===== src/rtl/line_delay_pkg.sv =====
package line_delay_pkg;

    typedef enum logic [1:0] {
        ST_IDLE   = 2'd0,
        ST_PRIME  = 2'd1,
        ST_ALIGN  = 2'd2,
        ST_STEADY = 2'd3
    } seq_state_t;

    typedef enum logic [1:0] {
        MD_JOINT  = 2'd0,
        MD_OFFSET = 2'd1,
        MD_HOLD   = 2'd2,
        MD_RSVD   = 2'd3
    } seq_mode_t;

endpackage


===== src/rtl/ldc_cfg.sv =====
module ldc_cfg #(
    parameter int MAX_LEN  = 5048,
    parameter int MIN_FAST = 21,
    parameter int MIN_SLOW = 15,
    parameter int DEF_LEN  = 5048,
    parameter int LW       = 13
) (
    input  logic          clk,
    input  logic          rst_n,
    input  logic          cfg_load,
    input  logic [LW-1:0] cfg_len,
    input  logic          speed_sel,
    output logic [LW-1:0] held_len,
    output logic          cfg_err
);
    localparam logic [LW-1:0] LIM_HI   = LW'(MAX_LEN);
    localparam logic [LW-1:0] LIM_FAST = LW'(MIN_FAST);
    localparam logic [LW-1:0] LIM_SLOW = LW'(MIN_SLOW);
    localparam logic [LW-1:0] LEN_RST  = LW'(DEF_LEN);

    logic [LW-1:0] lim_lo;
    logic          in_range;

    always_comb begin
        lim_lo   = speed_sel ? LIM_FAST : LIM_SLOW;
        in_range = (cfg_len >= lim_lo) && (cfg_len <= LIM_HI);
    end

    always_ff @(posedge clk or negedge rst_n) begin
        if (!rst_n) begin
            held_len <= LEN_RST;
            cfg_err  <= 1'b0;
        end else if (cfg_load) begin
            if (in_range) begin
                held_len <= cfg_len;
                cfg_err  <= 1'b0;
            end else begin
                cfg_err  <= 1'b1;
            end
        end
    end
endmodule


===== src/rtl/ldc_seq.sv =====
module ldc_seq
    import line_delay_pkg::*;
#(
    parameter int DEF_LEN = 5048,
    parameter int LW      = 13
) (
    input  logic          clk,
    input  logic          rst_n,
    input  logic          start,
    input  logic [1:0]    mode_in,
    input  logic [LW-1:0] held_len,
    output seq_state_t    state,
    output logic [LW-1:0] phase,
    output logic [LW-1:0] run_len,
    output seq_mode_t     run_mode
);
    localparam logic [LW-1:0] LEN_RST = LW'(DEF_LEN);

    seq_state_t nxt;
    logic       lap_end;

    assign lap_end = (phase == run_len - LW'(1));

    // state register
    always_ff @(posedge clk or negedge rst_n) begin
        if (!rst_n) state <= ST_IDLE;
        else        state <= nxt;
    end

    // transitions
    always_comb begin
        nxt = state;
        unique case (state)
            ST_IDLE:   if (start) nxt = ST_PRIME;
            ST_PRIME:  if (start) nxt = ST_PRIME;
                       else if (lap_end) nxt = ST_ALIGN;
            ST_ALIGN:  nxt = start ? ST_PRIME : ST_STEADY;
            ST_STEADY: if (start) nxt = ST_PRIME;
            default:   nxt = ST_IDLE;
        endcase
    end

    // lap counter and captured run parameters
    always_ff @(posedge clk or negedge rst_n) begin
        if (!rst_n) begin
            phase    <= '0;
            run_len  <= LEN_RST;
            run_mode <= MD_JOINT;
        end else if (start) begin
            phase    <= '0;
            run_len  <= held_len;
            run_mode <= seq_mode_t'(mode_in);
        end else if (state != ST_IDLE) begin
            phase    <= lap_end ? '0 : phase + LW'(1);
        end
    end
endmodule


===== src/rtl/ldc_drive.sv =====
module ldc_drive
    import line_delay_pkg::*;
#(
    parameter int MAX_LEN = 5048,
    parameter int LW      = 13
) (
    input  logic          clk,
    input  logic          rst_n,
    input  seq_state_t    state,
    input  logic [LW-1:0] phase,
    input  logic [LW-1:0] run_len,
    input  seq_mode_t     run_mode,
    output logic          wr_rst,
    output logic          rd_rst,
    output logic          wr_en,
    output logic          rd_en,
    output logic          out_valid
);
    localparam logic [LW-1:0] LIM_HI = LW'(MAX_LEN);

    logic full_line;
    logic at_zero;
    logic joint;

    assign full_line = (run_len == LIM_HI);
    assign at_zero   = (phase == '0);
    assign joint     = (run_mode == MD_JOINT) || (run_mode == MD_RSVD);

    // control outputs decoded from state
    always_comb begin
        wr_rst = 1'b0;
        rd_rst = 1'b0;
        wr_en  = 1'b0;
        rd_en  = 1'b0;
        unique case (state)
            ST_IDLE: ;
            ST_PRIME: begin
                wr_en  = 1'b1;
                rd_en  = (run_mode != MD_HOLD);
                wr_rst = at_zero;
                rd_rst = at_zero && (run_mode != MD_OFFSET);
            end
            ST_ALIGN: begin
                wr_en  = 1'b1;
                rd_en  = 1'b1;
                wr_rst = joint && !full_line;
                rd_rst = (joint && !full_line) || (run_mode == MD_OFFSET);
            end
            ST_STEADY: begin
                wr_en  = 1'b1;
                rd_en  = 1'b1;
                wr_rst = joint && at_zero && !full_line;
                rd_rst = joint && at_zero && !full_line;
            end
            default: ;
        endcase
    end

    always_ff @(posedge clk or negedge rst_n) begin
        if (!rst_n) out_valid <= 1'b0;
        else        out_valid <= (state == ST_ALIGN) || (state == ST_STEADY);
    end
endmodule


===== src/rtl/line_delay_ctrl.sv =====
module line_delay_ctrl
    import line_delay_pkg::*;
#(
    parameter int MAX_LEN  = 5048,
    parameter int MIN_FAST = 21,
    parameter int MIN_SLOW = 15,
    parameter int DEF_LEN  = 5048,
    localparam int LW      = $clog2(MAX_LEN + 1)
) (
    input  logic          clk,
    input  logic          rst_n,
    input  logic          start,
    input  logic [1:0]    mode,
    input  logic          speed_sel,
    input  logic          cfg_load,
    input  logic [LW-1:0] cfg_len,
    output logic          wr_rst,
    output logic          rd_rst,
    output logic          wr_en,
    output logic          rd_en,
    output logic          out_valid,
    output logic          cfg_err
);
    logic [LW-1:0] held_len;
    logic [LW-1:0] phase;
    logic [LW-1:0] run_len;
    seq_state_t    state;
    seq_mode_t     run_mode;

    ldc_cfg #(
        .MAX_LEN (MAX_LEN),
        .MIN_FAST(MIN_FAST),
        .MIN_SLOW(MIN_SLOW),
        .DEF_LEN (DEF_LEN),
        .LW      (LW)
    ) u_cfg (
        .clk      (clk),
        .rst_n    (rst_n),
        .cfg_load (cfg_load),
        .cfg_len  (cfg_len),
        .speed_sel(speed_sel),
        .held_len (held_len),
        .cfg_err  (cfg_err)
    );

    ldc_seq #(
        .DEF_LEN(DEF_LEN),
        .LW     (LW)
    ) u_seq (
        .clk     (clk),
        .rst_n   (rst_n),
        .start   (start),
        .mode_in (mode),
        .held_len(held_len),
        .state   (state),
        .phase   (phase),
        .run_len (run_len),
        .run_mode(run_mode)
    );

    ldc_drive #(
        .MAX_LEN(MAX_LEN),
        .LW     (LW)
    ) u_drive (
        .clk      (clk),
        .rst_n    (rst_n),
        .state    (state),
        .phase    (phase),
        .run_len  (run_len),
        .run_mode (run_mode),
        .wr_rst   (wr_rst),
        .rd_rst   (rd_rst),
        .wr_en    (wr_en),
        .rd_en    (rd_en),
        .out_valid(out_valid)
    );
endmodule


===== config.mk =====
export PLATFORM = sky130hd
export DESIGN_NAME = line_delay_ctrl
export DESIGN_NICKNAME = d
export VERILOG_FILES = /design/src/rtl/line_delay_pkg.sv /design/src/rtl/ldc_cfg.sv /design/src/rtl/ldc_seq.sv /design/src/rtl/ldc_drive.sv /design/src/rtl/line_delay_ctrl.sv
export SDC_FILE = /design/constraint.sdc
export NUM_CORES = 1
export LEC_CHECK = 0
export ABC_AREA = 1
export BUFFER_PORTS_ARGS = -buffer_cell sky130_fd_sc_hd__buf_4
export CAP_MARGIN = 20
export CORE_ASPECT_RATIO = 0.7
export CORE_MARGIN = 2
export CORE_UTILIZATION = 30
export DETAILED_ROUTE_END_ITERATION = 8
export PLACE_DENSITY = 0.56
export SYNTH_ARGS = -nofsm -noshare
export SYNTH_HDL_FRONTEND = slang
export SYNTH_SLANG_ARGS = --single-unit

===== constraint.sdc =====
create_clock -name clk -period 2 [get_ports clk]
set_input_delay 0.3 -clock clk [delete_from_list [all_inputs] [get_ports clk]]
set_output_delay 0.3 -clock clk [all_outputs]
set_load 0.05 [all_outputs]

==> results of run 1 <==
## repair_timing
| action | 4_1_cts | 5_1_grt |
|---|---|---|
| setup endpoints to repair | 2 | 17 |
| setup buffers | 1 | 1 |
| pin swaps | 2 | 14 |
| gates resized for setup | 11 | 15 |
| cloned | 0 | 0 |
## power breakdown
part | total (mW) | switching, mW | leakage [nW] | internal (mW)
clock | 0.813 | 0.349 | 0.0631 | 0.463
combinational | 1.57 | 0.961 | 1.18 | 0.611
sequential | 1.17 | 0.0994 | 0.546 | 1.07
total | 3.55 | 1.41 | 1.79 | 2.14
## layer usage
metal	wire length, um	vias to the layer above
met5	0	-
met4	59	0
met3	209	6
met2	2960	35
met1	3510	1198
li1	-	1312
## cell families (layout without fill, tap and decap cells)
| group | after synthesis | after routing | synth area share (%) |
|---|---|---|---|
| adders and majority gates | 13 | 13 | 5.68 |
| xor gates and xnor gates | 17 | 17 | 5.68 |
| AOI/OAI and AO/OA | 49 | 49 | 10.7 |
| DFF | 45 | 45 | 39.9 |
| and+or+nand+nor | 198 | 198 | 29.6 |
| buffers and inverters | 59 | 116 | 8.43 |
## per-stage QoR
stage	utilization [%]	setup WS (ps)
6_report	39.8	-166
5_1_grt	39.8	-316
4_1_cts	39.3	-272
3_5_place_dp	37.0	-29.0
3_3_place_gp	37.0	-55.4
2_1_floorplan	-	57.9
## worst paths after layout
check                                              startpoint                              to  slack (ps)  depth (start not counted)
worst max-delay path             u_seq.run_len[5]$_DFFE_PN1P_                          rd_rst        -170                         10
worst min-delay path                                    rst_n      u_seq.state[1]$_DFFE_PN0P_          20                          1
worst max register to register   u_seq.run_len[0]$_DFFE_PN0P_      u_seq.state[0]$_DFFE_PN0P_          50                         15
worst min register to register  u_cfg.held_len[4]$_DFFE_PN1P_   u_cfg.held_len[4]$_DFFE_PN1P_         470                          2
max in group asynchronous                               rst_n    u_seq.run_len[2]$_DFFE_PN0P_        1560                          1
min in group clk                                  cfg_len[10]  u_cfg.held_len[10]$_DFFE_PN0P_         220                          3
## worst max-delay path, delay by kind of cell, from the launching register on
kind | cells | cell delay [ps]
AO/OA/AOI/OAI | 1 | 110
flip-flops | 1 | 540
AND/OR/NAND/NOR | 5 | 640
buffers and inverters | 4 | 290
## sequential cells by signal, summed over array words and instances (netlist names)
name,flops
u_cfg.cfg_err,1
u_cfg.held_len,13
u_drive.out_valid,1
u_seq.phase,13
u_seq.run_len,13
u_seq.run_mode,2
u_seq.state,2
## cells in the mapped netlist, types with 3 or more instances
cell type / instances / area (um^2)
nand2_1: 130 / 488
inv_1: 38 / 143
dfrtp_1: 31 / 776
o21ai_0: 26 / 130
nor2_1: 24 / 90.1
nand3_1: 15 / 75.1
dfstp_2: 14 / 368
xor2_1: 14 / 123
ha_1: 13 / 163
inv_2: 12 / 45.0
a21oi_2: 9 / 78.8
a21oi_1: 7 / 35.0
nor2_2: 7 / 43.8
clkbuf_1: 5 / 18.8
nor4_1: 5 / 31.3
nor3_1: 4 / 20.0
nand2_2: 3 / 18.8
nand4_1: 3 / 18.8
## final cells by class
cell class                      instances  area [um^2]  share of cell area [%]
Multi-Input combinational cell        277         1570                    42.9
Sequential cell                        45         1140                    31.3
Timing Repair Buffer                   57          452                    12.4
Inverter                               51          191                    5.24
Tap cell                              124          155                    4.25
Clock buffer                            6          129                    3.53
Clock inverter                          2         15.0                   0.411
==> impl_metrics.yaml, run 1 <==
finish:
  fin_area_um2: 3650
  drive_above_1_share_pct: 30.4
  n_fill_cell: 949
  finalNonFillerCells: 562
  final_cell_mix: "127 x nand2_1, 54 x buf_4, 35 x inv_1, 30 x dfrtp_1"
  layout_commonest_cell: "nand2_1"
  area_delta_synth_final_pct: 27.6
  antenna_cells: 0
  fin_nets: 470
sta:
  rsz0062_at_grt: "yes"
  finalHoldWorstSlack_ps: 24.3
  worst_slack_ps: -166
  worstMarginPinSlew_ps: 582
  max_clock_freq_ghz: 0.462
  setup-violations-final: 2
  finalHoldViolations: 0
  finClkSkew_ps: 5.33
  tns_ps: -327
  final.period_utilization_pct: 108
  slew_viol_final: 0
  min_period_ps: 2170
  relSlewSlack_pct: 61.2
placed_design:
  gp_congestion: 0.864
  dp_hpwl_um: 5250
  place_inst: 552
  portBuffers: 25
  postPlaceCellArea_um2: 3400
floorplan:
  rows: 29
  initial_core_util_pct: 31.2
  core-area_um2: 9180
  io_pins: 26
  dieWidth_um: 121
  die_area_um2: 10400
  die_h_um: 85.8
critical_path:
  cp.arrival_ps: 1870
  cp_max_fo: 3
  cp.required_ps: 1700
  critPathCaptureType: "primary output"
  cp-start-kind: "flop"
  cp_cell_sequence: "inv_2 -> nor4_4 -> nand3_2 -> nand2_2 -> inv_1 -> o21ai_1 -> nand2_1 -> nand2_1 -> inv_2 -> buf_8"
  slowest_delay_ps: 540
  cp_slowest_cell: "dfstp_2"
  critical_path_class: "flop to primary output"
cts:
  ctsLongestPathBuffers: 2
  h-tree-depth: 2
  clk_latency_ps: 280
  postCtsHoldBufs: 0
  cts_buffers: 5
  cts-root-buf: "clkbuf_16"
  cts.sinks: 45
  cts_tree: "yes"
  path_clk_slew_ps: 60
yosys:
  synth-seq-cells: 45
  synth_edf_count: 0
  netlist_area_um2: 2870
  synthArstFlopShare_pct: 100
  syn_inst: 381
  syn_avg_cell_area_um2: 7.52
  synth_nets: 414
  ys_seq_area_share_pct: 39.9
  ys_warn_count: 0
  synth_flop_cell: "dfrtp_1"
  ys_types: 35
power:
  power_mw: 3.55
  leakage_nw: 1.79
  ir_worst_vdd_mv: 1.12
  powerDensity_nw_per_um2: 972
route:
  ant_nets: 0
  drcViolationCount: 0
  drt-initial-drc-count: 67
  first_pass_iters: 4
  wirelength_um: 6740
  wl_per_cell_um: 12.0
  vias: 2551
  vias_per_cell: 4.54
worst_hold_path:
  hold_class: "primary input to asynchronous set/reset pin"
global_route:
  grt-busiest-layer: "met2"
  grt_pass1_wl_um: 12000
  grt_max_degree: 46
  grtUsageMet1_pct: 20.1
  grt_pass1_vias: 2556
  grt_antenna_before_repair: 0
  grt.met3_usage_pct: 2.66
  grt_use_total_pct: 14.4
  overflow: 0
  grtUsageMet2_pct: 23.0
status:
  status: "complete, but fails checks"
  violations: "setup timing"
run:
  maxCapViolations: 0
Power figures use the tool's default switching activity.
==> run 2, diff against run 1 <==
--- a/config.mk
+++ b/config.mk
@@ -8,7 +8,6 @@
 export ABC_AREA = 1
 export BUFFER_PORTS_ARGS = -buffer_cell sky130_fd_sc_hd__buf_4
 export CAP_MARGIN = 20
-export CORE_ASPECT_RATIO = 0.7
 export CORE_MARGIN = 2
 export CORE_UTILIZATION = 30
 export DETAILED_ROUTE_END_ITERATION = 8
==> impl_metrics.yaml, run 2 (synthesis results as in run 1) <==
status:
  status: "complete, but fails checks"
  violations: "setup timing"
critical_path:
  cp.required_ps: 1700
  cp.arrival_ps: 1840
  rr_worst_depth: 13
  cp_slowest_cell: "dfstp_2"
  cp_cell_sequence: "inv_4 -> nor4_4 -> nand3_2 -> nand2_4 -> inv_2 -> o21ai_2 -> nand2_1 -> nand2_1 -> inv_1 -> buf_6"
  path_delay_family: "simple AND/OR/NAND/NOR gates"
  r2r_end: "u_seq.state[0]$_DFFE_PN0P_"
  critical_path_class: "flop to primary output"
  cp_max_fo: 3
  cp-start-kind: "flop"
  worstReg2RegStart: "u_seq.run_len[0]$_DFFE_PN0P_"
  critPathCaptureType: "primary output"
  slowest_delay_ps: 570
  reg2reg_slack_ps: 80
  cp.depth: 10
  cpMostUsedCell: "nand2_1"
  path_buf_inv: 4
global_route:
  grt_pass1_vias: 2347
  overflow: 0
  grt_use_total_pct: 13.4
  grt_antenna_before_repair: 0
  grt_pass1_wl_um: 11000
  grt_max_degree: 46
route:
  vias_per_cell: 4.52
  dr_wl_met2_um: 2910
  ant_nets: 0
  drt-initial-drc-count: 99
  wirelength_um: 6530
  dr.max_layer_used: "met4"
  wl_met3_um: 355
  vias: 2550
  wl_met1_um: 3140
  drcViolationCount: 0
  wl_per_cell_um: 11.6
  first_pass_iters: 4
power:
  comb_power_share_pct: 44.7
  pwr-share-clk_pct: 21.6
  powerDensity_nw_per_um2: 941
  leakage_nw: 1.79
  seqPwrFrac_pct: 33.7
  switching_share_pct: 40.7
  p_sw_mw: 1.40
  p_int_mw: 2.04
  ir_worst_vdd_mv: 0.445
cts:
  ctsLongestPathBuffers: 2
  cts_tree: "yes"
  cts.sinks: 45
  h-tree-depth: 2
  path_clk_slew_ps: 100
  cts_buffers: 5
  clk_latency_ps: 310
  cts-root-buf: "clkbuf_8"
sta:
  worst_slack_ps: -142
  rsz0062_at_grt: "yes"
  tns_ps: -275
  worstMarginPinSlew_ps: 571
  min_period_ps: 2140
  max_clock_freq_ghz: 0.467
  relSlewSlack_pct: 61.9
  final.period_utilization_pct: 107
  finClkSkew_ps: 9.63
  finalHoldWorstSlack_ps: 186
  setup-violations-final: 2
  finalHoldViolations: 0
  slew_viol_final: 0
worst_hold_path:
  hold_path_end: "u_seq.run_mode[0]$_DFFE_PN0P_"
  hold_class: "primary input to flop"
  hold_start: "mode[0]"
  holdPathStages: 3
floorplan:
  core-area_um2: 9240
  die_h_um: 102
  rows: 35
  dieWidth_um: 102
  die_area_um2: 10300
  io_pins: 26
  initial_core_util_pct: 31.0
finish:
  antenna_cells: 0
  drive_above_1_share_pct: 31.0
  final_core_util_pct: 39.6
  area_delta_synth_final_pct: 27.8
  final_cell_mix: "127 x nand2_1, 49 x buf_4, 35 x inv_1, 30 x dfrtp_1"
  reg_top3: "u_cfg.held_len x13, u_seq.phase x13, u_seq.run_len x13"
  fin_area_um2: 3660
  layout_commonest_cell: "nand2_1"
  n_fill_cell: 961
  fin_nets: 467
placed_design:
  postPlaceCellArea_um2: 3340
  dp_hpwl_um: 4720
  gp_congestion: 0.867
  portBuffers: 25
run:
  maxCapViolations: 0
run 2: worst max-delay path by stage:
stage / startpoint / endpoint / slack (ps)
after floorplan: u_seq.phase[6]$_DFFE_PN0P_ / wr_rst / 60
after global placement: u_seq.run_len[4]$_DFFE_PN1P_ / rd_rst / 30
after detailed placement: u_seq.run_len[0]$_DFFE_PN0P_ / u_seq.state[0]$_DFFE_PN0P_ / 7
after CTS: u_seq.run_len[5]$_DFFE_PN1P_ / rd_rst / -180
after global routing: u_seq.run_len[0]$_DFFE_PN0P_ / rd_rst / -240
final: u_seq.run_len[7]$_DFFE_PN1P_ / rd_rst / -140
run 2: per-stage QoR:
step | total power, mW | instances | setup slack [ps]
after floorplan | 2.11 | 381 | 57.9
after global placement | 2.54 | 547 | 32.8
after detailed placement | 2.56 | 547 | 6.73
after CTS | 3.39 | 558 | -178
after global routing | 3.70 | 564 | -244
final | 3.45 | 564 | -142
run 2: routing by layer:
layer,vias to the layer above,GRT usage [%]
met5,-,0
met4,0,3.85
met3,11,3.66
met2,59,20.6
met1,1170,18.5
li1,1310,-
run 2: cell type report:
class	instances	area, um^2	share of cell area [%]
clock buffers	5	68.8	1.88
clock inverters	3	50.0	1.37
inverters	51	194	5.30
multi-input cells	277	1600	43.8
flip-flops and latches	45	1140	31.3
well taps	129	161	4.41
repair buffers	54	440	12.0
run 2: power groups by stage:
stage / clock, mW / combinational [mW] / sequential [mW]
global route: 0.808 / 1.71 / 1.18
global placement: 0 / 1.37 / 1.17
CTS: 0.761 / 1.47 / 1.16
floorplan: 0 / 0.904 / 1.20
finish: 0.743 / 1.54 / 1.16
detailed placement: 0 / 1.39 / 1.17
run 2: what timing repair did:
action                                  CTS  global route
hold endpoints to repair                  4             0
gates resized for setup                  18            16
hold buffers                              1             0
endpoints found under the setup margin    4            17
buffers inserted                          2             6
pin swaps                                 7             8
run 2: tightest hold or removal path: stages:
cell     delay (ps)
buf_4            80
nand2_1          40
o21ai_0          60
